### config.mk
export PLATFORM = sky130hd
export DESIGN_NAME = soft_watchdog
export DESIGN_NICKNAME = d
export VERILOG_FILES = /design/src/rtl/wdt_pkg.sv /design/src/rtl/wdt_ctrl.sv /design/src/rtl/wdt_datapath.sv /design/src/rtl/soft_watchdog.sv
export SDC_FILE = /design/constraint.sdc
export NUM_CORES = 1
export LEC_CHECK = 0
export BUFFER_PORTS_ARGS = -buffer_cell sky130_fd_sc_hd__buf_2
export CORE_MARGIN = 1.5
export CORE_UTILIZATION = 57
export DETAILED_ROUTE_END_ITERATION = 16
export HOLD_SLACK_MARGIN = 0.06
export PLACE_DENSITY_LB_ADDON = 0.2
export SLEW_MARGIN = 20
export SYNTH_ARGS = -nofsm -noshare
export SYNTH_HDL_FRONTEND = slang
export SYNTH_SLANG_ARGS = --single-unit
### constraint.sdc
create_clock -name clk -period 6.05 [get_ports clk]
set_input_delay 1.21 -clock clk [delete_from_list [all_inputs] [get_ports clk]]
set_output_delay 1.21 -clock clk [all_outputs]
set_load 0.01 [all_outputs]
### src/rtl/wdt_pkg.sv
package wdt_pkg;
  localparam int REG_W = 32;
  localparam int ADDR_W = 2;

  localparam logic [ADDR_W-1:0] ADDR_CTRL = 2'd0;
  localparam logic [ADDR_W-1:0] ADDR_SVC  = 2'd1;
  localparam logic [ADDR_W-1:0] ADDR_CNT  = 2'd2;

  localparam int BIT_SEL = 0;
  localparam int BIT_PRE = 1;
  localparam int BIT_EN  = 2;
  localparam int TO_LSB  = 16;

  typedef struct packed {
    logic reload;
    logic run;
    logic usePre;
    logic toReset;
  } wdtStrobe_t;
endpackage

### src/rtl/wdt_ctrl.sv
module wdt_ctrl
  import wdt_pkg::*;
#(
  parameter int CNT_W = 16,
  parameter logic [15:0] KEY_ARM  = 16'h556C,
  parameter logic [15:0] KEY_FIRE = 16'hAA39
) (
  input  logic              clk,
  input  logic              rstN,
  input  logic              cfgEnable,
  input  logic              wrEn,
  input  logic [ADDR_W-1:0] wrAddr,
  input  logic [REG_W-1:0]  wrData,
  output wdtStrobe_t        strb,
  output logic [CNT_W-1:0]  timeoutVal,
  output logic [REG_W-1:0]  ctrlWord
);
  logic [CNT_W-1:0] toQ;
  logic enQ, preQ, selQ, armQ;
  logic svcWrite, ctrlWrite;

  assign svcWrite  = wrEn && (wrAddr == ADDR_SVC);
  assign ctrlWrite = wrEn && (wrAddr == ADDR_CTRL);

  always_ff @(posedge clk) begin
    if (!rstN) begin
      toQ  <= '1;
      enQ  <= cfgEnable;
      preQ <= 1'b0;
      selQ <= 1'b1;
      armQ <= 1'b0;
    end else begin
      if (wrEn) armQ <= svcWrite && (wrData[15:0] == KEY_ARM);
      if (ctrlWrite) begin
        toQ  <= wrData[TO_LSB +: CNT_W];
        enQ  <= wrData[BIT_EN];
        preQ <= wrData[BIT_PRE];
        selQ <= wrData[BIT_SEL];
      end
    end
  end

  always_comb begin
    strb.reload  = svcWrite && armQ && (wrData[15:0] == KEY_FIRE);
    strb.run     = enQ;
    strb.usePre  = preQ;
    strb.toReset = selQ;
  end

  assign timeoutVal = toQ;

  always_comb begin
    ctrlWord = '0;
    ctrlWord[BIT_SEL] = selQ;
    ctrlWord[BIT_PRE] = preQ;
    ctrlWord[BIT_EN]  = enQ;
    ctrlWord[TO_LSB +: CNT_W] = toQ;
  end
endmodule

### src/rtl/wdt_datapath.sv
module wdt_datapath
  import wdt_pkg::*;
#(
  parameter int CNT_W   = 16,
  parameter int PRE_DIV = 65536
) (
  input  logic             clk,
  input  logic             rstN,
  input  wdtStrobe_t       strb,
  input  logic [CNT_W-1:0] timeoutVal,
  output logic [CNT_W-1:0] count,
  output logic             rstPulse,
  output logic             irqPulse
);
  localparam int PRE_W = (PRE_DIV > 1) ? $clog2(PRE_DIV) : 1;
  localparam logic [CNT_W-1:0] ONE = CNT_W'(1);

  logic tick;
  logic [CNT_W-1:0] cntQ;

  generate
    if (PRE_DIV > 1) begin : g_prescale
      localparam logic [PRE_W-1:0] PRE_LAST = PRE_W'(PRE_DIV - 1);
      logic [PRE_W-1:0] preCnt;
      always_ff @(posedge clk) begin
        if (!rstN || strb.reload)
          preCnt <= '0;
        else if (strb.run && strb.usePre)
          preCnt <= (preCnt == PRE_LAST) ? '0 : preCnt + 1'b1;
      end
      assign tick = strb.run && (!strb.usePre || (preCnt == PRE_LAST));
    end else begin : g_noPrescale
      assign tick = strb.run;
    end
  endgenerate

  always_ff @(posedge clk) begin
    if (!rstN) begin
      cntQ     <= '1;
      rstPulse <= 1'b0;
      irqPulse <= 1'b0;
    end else begin
      rstPulse <= 1'b0;
      irqPulse <= 1'b0;
      if (strb.reload) begin
        cntQ <= timeoutVal;
      end else if (tick) begin
        if (cntQ <= ONE) begin
          cntQ     <= timeoutVal;
          rstPulse <= strb.toReset;
          irqPulse <= !strb.toReset;
        end else begin
          cntQ <= cntQ - 1'b1;
        end
      end
    end
  end

  assign count = cntQ;
endmodule

### src/rtl/soft_watchdog.sv
module soft_watchdog
  import wdt_pkg::*;
#(
  parameter int CNT_W   = 16,
  parameter int PRE_DIV = 65536,
  parameter logic [15:0] KEY_ARM  = 16'h556C,
  parameter logic [15:0] KEY_FIRE = 16'hAA39
) (
  input  logic        clk,
  input  logic        rstN,
  input  logic        cfgEnable,
  input  logic        wrEn,
  input  logic [1:0]  wrAddr,
  input  logic [31:0] wrData,
  input  logic [1:0]  rdAddr,
  output logic [31:0] rdData,
  output logic        rstReq,
  output logic        irqReq
);
  wdtStrobe_t       strb;
  logic [CNT_W-1:0] timeoutVal;
  logic [CNT_W-1:0] count;
  logic [REG_W-1:0] ctrlWord;

  wdt_ctrl #(.CNT_W(CNT_W), .KEY_ARM(KEY_ARM), .KEY_FIRE(KEY_FIRE)) u_ctrl (
    .clk(clk), .rstN(rstN), .cfgEnable(cfgEnable), .wrEn(wrEn),
    .wrAddr(wrAddr), .wrData(wrData), .strb(strb),
    .timeoutVal(timeoutVal), .ctrlWord(ctrlWord)
  );

  wdt_datapath #(.CNT_W(CNT_W), .PRE_DIV(PRE_DIV)) u_dp (
    .clk(clk), .rstN(rstN), .strb(strb), .timeoutVal(timeoutVal),
    .count(count), .rstPulse(rstReq), .irqPulse(irqReq)
  );

  always_comb begin
    case (rdAddr)
      ADDR_CTRL: rdData = ctrlWord;
      ADDR_CNT:  rdData = REG_W'(count);
      default:   rdData = '0;
    endcase
  end
endmodule

======== Yosys cells after proc, flatten, opt, wreduce, memory -nomap -nowiden ========
Index checks and enable logic that the tools add are counted.
storage, ports and cells
  register bits after elaboration ......... 54
  input port bits ......................... 40
  output and inout port bits .............. 34
  word-level logic and storage cells ...... 44
operators by class
  $add $sub $neg .......................... 2
  $lt $le $gt $ge ......................... 1
  equality and inequality tests ........... 6
  multiplexer cells ....................... 7
  bitwise logic cells ..................... 3
  reductions and logical operators ........ 16
operators by type and width
  operator                                                                            number
  16-bit 2-to-1 mux                                                                   4
  32-bit one-hot mux with 2 select lines                                              1
  16-bit == test (second input constant)                                              2
  16-bit by 1-bit adder with 16-bit output (second input constant)                    1
  16-bit by 15-bit == test with 1-bit output (second input constant)                  1
  16-bit by 1-bit less-or-equal comparator with 1-bit output (second input constant)  1
  16-bit by 1-bit subtractor with 16-bit output (second input constant)               1
  1-bit logical AND                                                                   7
  2-bit logical NOT                                                                   2
  4-bit OR reduction                                                                  1
  1-bit logical NOT                                                                   3
  1-bit inverter                                                                      3
  2-bit by 1-bit == test with 1-bit output (second input constant)                    1
  2-bit == test (second input constant)                                               1
  1-bit logical OR                                                                    2
  1-bit 2-to-1 mux                                                                    2
  2-bit by 1-bit inequality test with 1-bit output (second input constant)            1
  2-bit nonzero test                                                                  1

======== Longest topological paths before layout ========
  depth after elaboration ................. 5
  mapped depth ............................ 10
  depth with buffers taken out ............ 8

======== Hierarchy ========
From an unflattened synthesis, not the netlist that was laid out.
second synthesis, totals
  cell total of the unflattened synthesis .. 416
  area, all modules ....................... 3379.5 um^2
by module, submodules not included
  module         instances  cells each  area an instance (um^2)  seq. area each (um^2)
  wdt_datapath   1          230         1908.1                   680.7
  wdt_ctrl       1          132         1078.5                   410.4
  soft_watchdog  1          54          392.9                    0.0

======== Worst setup path before layout ========
No wires, ideal clock.
  path type ............................... input -> output
  start ................................... input rdAddr[1]
  end ..................................... output rdData[11]
  arrival time ............................ 2.024 ns
  required time ........................... 4.840 ns
  slack ................................... 2.816 ns
  stages on the path ...................... 4
  path buffers ............................ 2
  cell sequence ........................... clkbuf_1 -> nor2b_1 -> clkbuf_1 -> and2_1
between the ends
  word-level cells in the longest chain between the ends .. 2
  elaborated cells on any way between the ends .. 3
  classes of those cells .................. eq/ne: 1; mux: 1; reduce/logical: 1
ends and longest elaborated chain
  what                                                line                 text
  from (decl)                                         soft_watchdog.sv:15  input logic [1:0] rdAddr,
  2-bit == test or 2-bit logical NOT (tied branches)  soft_watchdog.sv:37  case (rdAddr)
  32-bit one-hot mux with 2 select lines (*)          soft_watchdog.sv:37
  to (decl)                                           soft_watchdog.sv:16  output logic [31:0] rdData,
Every way passes the cells marked *; elsewhere a longest branch is shown, timed or not.

======== Final worst setup path ========
  start ................................... input rdAddr[1]
  end ..................................... output rdData[28]
Same word-level chain as after synthesis.

==> impl_metrics.json <==
{
  "status": "finished clean",
  "hold_viol": 0,
  "post-place-cells": 504,
  "drt-total-wl_um": 7420,
  "yosysMostFrequentCell": "nand2_1",
  "drt-pass1-iter-count": 5,
  "setup_viol": 0,
  "rsz0062_at_grt": "no",
  "area_growth_pct": 15.4,
  "drcViolationCount": 0,
  "cts_resized": 0,
  "worst_pin_slew_ns": 0.748,
  "seq_area_frac_synth_pct": 36.6,
  "slew_viol_final": 0,
  "skew_ns": 0.00594,
  "synthTopCellsByCount": "nand2_1, dfxtp_1, nor2_1",
  "crit_type": "in2out",
  "hold_path_class": "reg2reg",
  "syn_inst": 377,
  "cp_slowest_cell": "nor2_1",
  "fill_cells": 453,
  "grt_use_total_pct": 27.4,
  "synth_flop_cell": "dfxtp_1",
  "end_kind": "output pin",
  "grt_max_degree": 32,
  "ys_seq_elements": 54,
  "fin_crit_sh_pct": 58.3,
  "p_leak_nw": 1.54,
  "fmax_mhz": 284,
  "critPathLaunchType": "primary input",
  "cts_sinks": 54,
  "cts_root_buf": "clkbuf_8",
  "synthArstFlopShare_pct": 0,
  "crit_top_cell": "buf_2",
  "post_cts_buffers": 0,
  "die_x_um": 75.3,
  "synth_cell_types": 56,
  "rows": 26,
  "powerDensity_mw_per_mm2": 194,
  "die_h_um": 75.3,
  "path_clk_slew_ns": 0.09,
  "start_util_pct": 58.7,
  "first_global_vias": 2524,
  "ir_worst_vdd_uv": 160,
  "post-dp-hpwl_um": 5580,
  "syn_area_sq_mm": 0.00298,
  "dieArea_sq_mm": 0.00567,
  "num_vias": 2921,
  "synth.yosys.warnings": 0,
  "ant_nets": 0,
  "post-route-min-period_ns": 3.53,
  "arrival_ns": 2.32,
  "syn_nets": 420,
  "num-nets-final": 484,
  "grt-ovfl-total": 0,
  "htreeDepth": 2,
  "synth_edf_count": 1,
  "path_cells": "buf_2 -> nor2_1 -> and2_1 -> buf_2",
  "io_buffers": 73,
  "antenna_found_initial": 0,
  "antenna-diode-count": 0,
  "cts_tree": "built",
  "synth_top_area_share_pct": 35.6,
  "drv_cap": 0,
  "hold_buffers": 0,
  "io_pins": 74,
  "wl_per_cell_um": 14.5,
  "finalNonFillerCells": 512,
  "power_w": 0.000666,
  "critical_path_peak_fanout": 16,
  "clk_latency_ns": 0.31,
  "max_stage_delay_ns": 0.60,
  "first_iter_violations": 243,
  "fin_setup_tns_ns": 0,
  "cts_buffers": 5,
  "yosysTopAreaCell": "dfxtp_1",
  "relSlewSlack_pct": 50.0,
  "core-area_sq_mm": 0.00507,
  "drive_above_1_share_pct": 22.4,
  "grt_first_pass_wirelength_um": 11900,
  "avgViaCountPerCell": 5.71,
  "cts_buffer_depth": 2,
  "postSynthAreaPerCell_sq_um": 7.90,
  "synth_area_leaders": "dfxtp_1, nand2_1, and2_1",
  "gp_congestion": 0.912,
  "critPathRequiredTime_ns": 4.84
}
-- per-stage QoR --
stage	worst slack, ns	util [%]	area, sq um	hold slack (ns)
2_1_floorplan	2.82	-	2980	0.436
3_3_place_gp	2.59	66.0	3350	0.452
3_5_place_dp	2.53	66.0	3350	0.483
4_1_cts	2.50	67.7	3430	0.497
5_1_grt	2.38	67.7	3440	0.520
6_report	2.52	67.7	3440	0.496
-- flip-flops by register name, indices dropped and copies added, names as in the netlist --
| name | count |
|---|---|
| u_dp.rstPulse | 1 |
| u_ctrl.armQ | 1 |
| u_ctrl.timeoutVal | 16 |
| u_dp.g_prescale.preCnt | 16 |
| u_dp.irqPulse | 1 |
| u_ctrl.preQ | 1 |
| u_dp.count | 16 |
| u_ctrl.enQ | 1 |
| u_ctrl.selQ | 1 |
-- kinds of logic after synthesis --
group                    Yosys count  synth area share [%]
XOR/XNOR                          14                  4.12
adder cells (fa/ha/maj)            3                  1.26
AND/OR/NAND/NOR                  214                  38.9
flip-flops                        54                  36.6
buffers and inverters             27                  4.20
AO/OA/AOI/OAI                     58                  12.5
multiplexers                       7                  2.39
-- layout make-up --
class                      instances  area (sq um)  area share [%]
multi-input combinational        296          1770            51.4
inverter                          11          41.3            1.20
timing repair buffer              73           365            10.6
tap                               70          87.6            2.55
clock inverter                     2          13.8           0.400
sequential                        54          1090            31.7
clock buffer                       6          72.6            2.11
-- final timing paths --
check	slack, ns	end	depth (start not counted)	from
worst min register to register	0.50	u_ctrl.timeoutVal[2]	2	u_ctrl.timeoutVal[2]
worst max-delay path	2.52	rdData[28]	4	rdAddr[1]
worst min-delay path	0.50	u_ctrl.timeoutVal[2]	2	u_ctrl.timeoutVal[2]
worst max register to register	3.77	u_dp.count[6]	7	u_dp.count[0]
-- routing by layer --
layer | up-vias | share of wire [%] | track usage, %
met2 | 117 | 46 | 41.7
met1 | 1342 | 46 | 39.6
met5 | - | 0 | 0
li1 | 1455 | - | -
met4 | 0 | 0.98 | 7.54
met3 | 7 | 7.1 | 5.69
-- report_power, final --
| group | internal, W | leakage (nW) | switching [W] |
|---|---|---|---|
| clock network | 0.0000820 | 0.0452 | 0.000117 |
| registers | 0.000365 | 0.441 | 0.0000101 |
| logic | 0.0000384 | 1.06 | 0.0000527 |
| total | 0.000486 | 1.54 | 0.000180 |
-- cells in the final DEF, fill, tap and decap left out, types with 4 or more instances in the layout --
master    count
a21oi_1      11
a22oi_1       5
a32oi_1       4
and2_1       30
and3_1        4
buf_2        73
clkbuf_8      5
dfxtp_1      53
inv_1        10
mux2i_1       6
nand2_1      55
nand3_1      32
nand4_1       8
nor2_1       40
nor3_1        9
nor4_1        4
o21ai_0      18
xnor2_1       7
xor2_1        7
-- worst max-delay path: cells and delay by family --
kind          cells  cell delay [ns]
buf+inv           2             0.28
simple gates      2             0.83
Power figures use the tool's default switching activity.
